<file path="config.mk">
export PLATFORM = sky130hd
export DESIGN_NAME = swallow_div_top
export DESIGN_NICKNAME = d
export VERILOG_FILES = /design/src/rtl/swallow_div_pkg.sv /design/src/rtl/swallow_div_decode.sv /design/src/rtl/swallow_div_main_ctr.sv /design/src/rtl/swallow_div_swallow_ctr.sv /design/src/rtl/swallow_div_top.sv
export SDC_FILE = /design/constraint.sdc
export NUM_CORES = 1
export LEC_CHECK = 0
export ABC_AREA = 1
export BUFFER_PORTS_ARGS = -buffer_cell sky130_fd_sc_hd__buf_2
export CAP_MARGIN = 40
export CORE_ASPECT_RATIO = 1.4
export CORE_MARGIN = 3
export CORE_UTILIZATION = 50
export DETAILED_ROUTE_END_ITERATION = 6
export MAX_ROUTING_LAYER = met4
export PLACE_DENSITY = 0.77
export SYNTH_ARGS = -nofsm -noshare
export SYNTH_HDL_FRONTEND = slang
export SYNTH_HIERARCHICAL = 1
export SYNTH_SLANG_ARGS = --single-unit
</file>
<file path="constraint.sdc">
create_clock -name clk -period 2.07 [get_ports clk]
set_input_delay 0.414 -clock clk [delete_from_list [all_inputs] [get_ports clk]]
set_output_delay 0.414 -clock clk [all_outputs]
set_load 0.005 [all_outputs]
</file>
<file path="src/rtl/swallow_div_pkg.sv">
package swallow_div_pkg;
    localparam int SW_W_DEF  = 6;
    localparam int CNT_W_DEF = 12;
    localparam int CNT_MIN   = 5;

    typedef enum logic {
        MOD_BASE  = 1'b0,
        MOD_PLUS1 = 1'b1
    } modulus_e;
endpackage

</file>
<file path="src/rtl/swallow_div_decode.sv">
module swallow_div_decode #(
    parameter int SW_W  = swallow_div_pkg::SW_W_DEF,
    parameter int CNT_W = swallow_div_pkg::CNT_W_DEF,
    parameter int N_MIN = swallow_div_pkg::CNT_MIN
) (
    input  logic [SW_W-1:0]  sw_in,
    input  logic [CNT_W-1:0] cnt_in,
    output logic [CNT_W-1:0] cnt_last,
    output logic             bad_pair
);
    localparam logic [CNT_W-1:0] MIN_V = CNT_W'(N_MIN);
    logic [CNT_W-1:0] cnt_eff;
    logic             too_small;

    always_comb begin
        too_small = (cnt_in < MIN_V);
        cnt_eff   = too_small ? MIN_V : cnt_in;
        cnt_last  = cnt_eff - CNT_W'(1);
        bad_pair  = too_small || (CNT_W'(sw_in) > cnt_in);
    end
endmodule

</file>
<file path="src/rtl/swallow_div_main_ctr.sv">
module swallow_div_main_ctr #(
    parameter int CNT_W = swallow_div_pkg::CNT_W_DEF,
    parameter int N_MIN = swallow_div_pkg::CNT_MIN
) (
    input  logic             clk,
    input  logic             rst,
    input  logic [CNT_W-1:0] cnt_last,
    output logic             at_end
);
    logic [CNT_W-1:0] remain_q;
    logic             reload;

    assign at_end = (remain_q == '0);
    assign reload = rst || at_end;

    always_ff @(posedge clk) begin
        if (reload) remain_q <= cnt_last;
        else        remain_q <= remain_q - CNT_W'(1);
    end

    assert_step_R2: assert property (@(posedge clk) disable iff (rst)
        !at_end |=> remain_q == $past(remain_q) - CNT_W'(1));
    assert_reload_R2: assert property (@(posedge clk) disable iff (rst)
        at_end |=> remain_q == $past(cnt_last));
    assert_floor_R7: assert property (@(posedge clk) disable iff (rst)
        at_end |=> remain_q >= CNT_W'(N_MIN - 1));
endmodule

</file>
<file path="src/rtl/swallow_div_swallow_ctr.sv">
module swallow_div_swallow_ctr #(
    parameter int SW_W = swallow_div_pkg::SW_W_DEF
) (
    input  logic            clk,
    input  logic            rst,
    input  logic            load,
    input  logic [SW_W-1:0] sw_load,
    output swallow_div_pkg::modulus_e modulus
);
    import swallow_div_pkg::*;
    logic [SW_W-1:0] left_q;

    always_ff @(posedge clk) begin
        if (load)              left_q <= sw_load;
        else if (left_q != '0) left_q <= left_q - SW_W'(1);
    end

    assign modulus = (left_q != '0) ? MOD_PLUS1 : MOD_BASE;

    assert_low_holds_R3: assert property (@(posedge clk) disable iff (rst)
        (modulus == MOD_BASE && !load) |=> modulus == MOD_BASE);
    assert_zero_R4: assert property (@(posedge clk) disable iff (rst)
        (load && sw_load == '0) |=> modulus == MOD_BASE);
endmodule

</file>
<file path="src/rtl/swallow_div_top.sv">
module swallow_div_top #(
    parameter int SW_W  = swallow_div_pkg::SW_W_DEF,
    parameter int CNT_W = swallow_div_pkg::CNT_W_DEF,
    parameter int N_MIN = swallow_div_pkg::CNT_MIN
) (
    input  logic             clk,
    input  logic             rst,
    input  logic [SW_W-1:0]  swallow_set,
    input  logic [CNT_W-1:0] count_set,
    output logic             mod_sel,
    output logic             div_pulse,
    output logic             ratio_err
);
    import swallow_div_pkg::*;

    logic [CNT_W-1:0] cnt_last;
    logic             bad_pair;
    logic             at_end;
    logic             load;
    logic             err_q;
    modulus_e         modulus;

    swallow_div_decode #(.SW_W(SW_W), .CNT_W(CNT_W), .N_MIN(N_MIN)) dec_i (
        .sw_in(swallow_set), .cnt_in(count_set),
        .cnt_last(cnt_last), .bad_pair(bad_pair));

    swallow_div_main_ctr #(.CNT_W(CNT_W), .N_MIN(N_MIN)) main_i (
        .clk(clk), .rst(rst), .cnt_last(cnt_last), .at_end(at_end));

    assign load = rst || at_end;

    swallow_div_swallow_ctr #(.SW_W(SW_W)) sw_i (
        .clk(clk), .rst(rst), .load(load), .sw_load(swallow_set),
        .modulus(modulus));

    always_ff @(posedge clk) begin
        if (load) err_q <= bad_pair;
    end

    assign mod_sel   = (modulus == MOD_PLUS1);
    assign div_pulse = at_end;
    assign ratio_err = err_q;

    assert_err_stable_R5: assert property (@(posedge clk) disable iff (rst)
        !div_pulse |=> $stable(ratio_err));
    assert_over_R6: assert property (@(posedge clk) disable iff (rst)
        (load && CNT_W'(swallow_set) > count_set) |=> (ratio_err && mod_sel));
    assert_mod_end_R6: assert property (@(posedge clk) disable iff (rst)
        (div_pulse && !ratio_err) |-> ($past(mod_sel) == mod_sel || !mod_sel));
endmodule

</file>
Yosys cells after proc, flatten, opt, wreduce, memory -nomap -nowiden
Cells that the tools add are included.

operators by class
  add/subtract/negate cells = 3
  order comparisons = 2
  muxes and demuxes = 5
  reductions and logical operators = 5

operators with widths
  operator                                                                        number
  12-bit two-way mux                                                              2
  12-bit by 1-bit subtractor with 12-bit output (second input constant)           2
  6-bit by 12-bit greater-than comparator with 1-bit output                       1
  12-bit zero test                                                                1
  12-bit by 3-bit less-than comparator with 1-bit output (second input constant)  1
  6-bit two-way mux                                                               2
  6-bit nonzero test                                                              1
  6-bit by 1-bit subtractor with 6-bit output (second input constant)             1
  1-bit logical OR                                                                2
  2-bit nonzero test                                                              1
  1-bit two-way mux                                                               1

storage, ports and cells
  flip-flop bits (word level) = 19
  input bits = 20
  output and inout port bits = 3
  logic and storage cells = 18

Logic depth before layout (Yosys ltp)
  word-level depth = 4
  mapped depth = 13
  depth with buffers taken out = 13

By module
Netlist, hierarchy kept.

by module, submodules not included
  module                   times used  cells each  area each (µm²)  seq. area each (µm²)
  swallow_div_main_ctr     1           107         748.2            240.2
  swallow_div_decode       1           92          510.5            0.0
  swallow_div_swallow_ctr  1           46          384.1            180.2
  swallow_div_top          1           4           41.3             30.0

Worst setup path after synthesis
No wires, ideal clock.

  path kind = flip-flop to flip-flop
  start point = reg main_i.remain_q[0]
  end point = reg sw_i.left_q[0] (enable)
  setup time = 327 ps
  data arrival time = 1,385 ps
  data required time = 1,743 ps
  slack = 358 ps
  stages on the path, launching flop included = 10
  path buffers = 1
  clock period less this slack = 1,712 ps
  path through = dfxtp_1 > inv_1 > ha_1 > nand3_1 > nor3_2 > inv_1 > nand2_1 > buf_6 > inv_2 > nand4_1

on the way
  cells in the longest elaborated chain, start to end = 3

RTL lines
  what                                 line                           RTL
  start: declaration                   swallow_div_main_ctr.sv:10     logic [CNT_W-1:0] remain_q;
  start signal: assignment             swallow_div_main_ctr.sv:17     if (reload) remain_q <= cnt_last;
  start signal: assignment             swallow_div_main_ctr.sv:18     else remain_q <= remain_q - CNT_W'(1);
  12-bit zero test                     swallow_div_main_ctr.sv:13     assign at_end = (remain_q == '0);
  net div_pulse                        swallow_div_top.sv:11          output logic div_pulse,
  1-bit logical OR                     swallow_div_top.sv:30          assign load = rst || at_end;
  net load                             swallow_div_top.sv:19          logic load;
  2-bit nonzero test (no source line)  -
  end signal: assignment               swallow_div_swallow_ctr.sv:14  if (load) left_q <= sw_load;
  end signal: assignment               swallow_div_swallow_ctr.sv:15  else if (left_q != '0) left_q <= left_q - SW_W'(1);
  end: declaration                     swallow_div_swallow_ctr.sv:11  logic [SW_W-1:0] left_q;

The timed path passes the listed nets, and every way through them passes these cells.
A chain may end at the register's enable or synchronous reset.

Worst setup path in the final report
  start point = reg main_i.remain_q[0]
  end point = reg sw_i.left_q[3] (enable)

on the way
  cells in the longest elaborated chain, start to end = 3

RTL lines
  what                                 line
  12-bit zero test                     swallow_div_main_ctr.sv:13
  1-bit logical OR                     swallow_div_top.sv:30
  net load                             swallow_div_top.sv:19
  2-bit nonzero test (no source line)  -

The timed path passes the listed nets, and every way through them passes these cells.

==> results.sh <==
export IMPL_worst_path_max_delay_cell="dfxtp_1"
export IMPL_num_antenna_cells=0
export IMPL_routed_wl_um=3250
export IMPL_hpwl_um=2770
export IMPL_hold_violations=0
export IMPL_power_density_nw_per_um2=592
export IMPL_clk_pin_slew_ns=0.07
export IMPL_detail_route_antenna_nets=0
export IMPL_final_area_sq_um=1870
export IMPL_grt_pass1_wl_um=5510
export IMPL_port_buffers=22
export IMPL_hold_ws_ns=0.458
export IMPL_cts_root_buf="clkbuf_8"
export IMPL_grt_overflow=0
export IMPL_rrSetupSlack_ns=0.28
export IMPL_hold_class="reg2reg"
export IMPL_nets=306
export IMPL_die_w_um=55.1
export IMPL_cts_buffer_depth=2
export IMPL_start_util_pct=52.9
export IMPL_fmax_mhz=557
export IMPL_yosysSeqAreaShare_pct=26.7
export IMPL_path_class="reg2reg"
export IMPL_ys_warn_count=6
export IMPL_drive_gt1_share_pct=22.3
export IMPL_finalCriticalPeriod_ns=1.79
export IMPL_syn_area_sq_um=1680
export IMPL_viasPerCell=4.82
export IMPL_nFillCells=330
export IMPL_fp_row_count=24
export IMPL_cp_cell_sequence="inv_1 -> ha_1 -> nand3_1 -> nor3_2 -> inv_1 -> nand2_1 -> inv_2 -> nand4_1"
export IMPL_cts_htree_levels=1
export IMPL_die_area_sq_um=4110
export IMPL_num_io_pins=23
export IMPL_area_growth_pct=10.8
export IMPL_grt_max_degree=16
export IMPL_status="finished, final reports clean"
export IMPL_antenna_found_initial=0
export IMPL_crit_required_ns=2.00
export IMPL_postCtsHoldBufs=0
export IMPL_worst_slew_pin_slew_ns=0.382
export IMPL_die_y_um=74.7
export IMPL_cp_max_fo=6
export IMPL_critPathCaptureType="flop"
export IMPL_min_from="main_i/remain_q[0]"
export IMPL_period_share_pct=86.7
export IMPL_maxSlewViolCount=0
export IMPL_crit_top_cell="inv_1"
export IMPL_rsz0062_at_grt="no"
export IMPL_startpoint_type="flop"
export IMPL_arrival_ns=1.72
export IMPL_maxSlewHeadroom_pct=74.5
export IMPL_maxCapViolCount=0
export IMPL_cts_tree="built"
export IMPL_grt_usage_pct=18.4
export IMPL_cpLargestDelayFamily="simple AND/OR/NAND/NOR gates"
export IMPL_clk_latency_ns=0.25
export IMPL_synth_nets=280
export IMPL_finish_utilization_pct=58.6
export IMPL_gp_congestion=0.885
export IMPL_skew_ns=0.00229
export IMPL_reg2reg_from="main_i/remain_q[0]"
export IMPL_setup_viol=0
export IMPL_fp_coreArea_sq_um=3180
export IMPL_cts_resized=0
export IMPL_placed_area_sq_um=1820
export IMPL_clkSinkCount=19
export IMPL_numCtsBuffers=3
export IMPL_crit_path_max_incr_delay_ns=0.31
export IMPL_syn_area_per_cell_sq_um=6.76
export IMPL_avgRoutedWirePerCell_um=10.4
export IMPL_firstDrtPassIters=4
export IMPL_worst_path_buf_inv=3
export IMPL_grt_pass1_vias=1363
export IMPL_dr_total_vias=1508
export IMPL_total_power_w=0.00110
export IMPL_cellLeakagePower_nw=0.956
export IMPL_drt_iter0_markers=40
export IMPL_syn_inst=249
export IMPL_post_cts_buffers=0
export IMPL_crit_start="main_i/remain_q[0]"
export IMPL_vdd_ir_drop_max_mv=0.326
export IMPL_synth_cell_types=28
export IMPL_finalSetupTns_ns=0
export IMPL_ys_seq_elements=19
export IMPL_drcViolationCount=0
==> final cells by class <==
cell class | instances | area, sq um | share of cell area [%]
multi-input combinational | 192 | 1060 | 57.1
clock buffer | 3 | 41.3 | 2.21
clock inverter | 1 | 5.00 | 0.268
timing repair buffer | 23 | 118 | 6.30
tap | 39 | 48.8 | 2.62
sequential | 19 | 450 | 24.1
inverter | 36 | 138 | 7.38
==> metal layers <==
| layer | track usage, % | wire (um) | vias up |
|---|---|---|---|
| met1 | 21.9 | 1430 | 648 |
| li1 | - | - | 833 |
| met3 | 1.78 | 71 | 4 |
| met5 | - | 0 | - |
| met4 | 6.76 | 63 | 0 |
| met2 | 31.4 | 1690 | 23 |
==> flip-flops by register name, summed over array words and instances (netlist names) <==
signal	flops
ratio_err	1
main_i/remain_q	12
sw_i/left_q	6
==> Yosys cell counts, drive strengths merged <==
cell type   n  area share [%]
nand2      94              24
inv        36             8.2
nor2       30              10
nand3      17             5.3
dfxtp      12              14
o21ai      12             3.6
ha         11             8.2
edfxtp      7              12
nor3        6             2.1
xnor2       6             3.1
nand4       5             1.9
a21oi       3            0.89
xor2        3             1.6
buf         2             1.9
o21bai      2            0.89
and3        1            0.37
nand3b      1            0.45
o21a        1            0.45
==> layout by cell type (no fill, tap or decap), drive strengths merged, types with 5 or more instances in the layout <==
cell type / instances
buf: 23
dfxtp: 12
edfxtp: 7
ha: 11
inv: 36
nand2: 94
nand3: 17
nand4: 5
nor2: 30
nor3: 6
o21ai: 12
xnor2: 6
==> logic make-up after synthesis <==
group,share of synthesized area (%)
compound gates,5.79
xor+xnor,4.68
fa+ha+maj,8.17
buf+inv,10.0
flops,26.7
simple gates,44.6
==> power by group <==
| part | total, W | leakage (nW) | internal [W] | switching, W |
|---|---|---|---|---|
| clock network | 0.000252 | 0.0255 | 0.000133 | 0.000118 |
| logic | 0.000350 | 0.754 | 0.000142 | 0.000208 |
| registers | 0.000502 | 0.176 | 0.000448 | 0.0000536 |
==> path summary, 6_finish.rpt <==
path | endpoint | cells past startpoint
worst max-delay path | sw_i/left_q[3] | 8
worst min-delay path | main_i/remain_q[0] | 1
worst max register to register | sw_i/left_q[3] | 8
worst min register to register | main_i/remain_q[0] | 1
==> stage by stage <==
step	setup WS (ns)	instances
6_report	0.276	313
5_1_grt	0.127	313
4_1_cts	0.267	313
3_5_place_dp	0.0947	309
3_3_place_gp	0.127	309
2_1_floorplan	0.358	249
No activity file was read; power rests on OpenSTA's default activity.
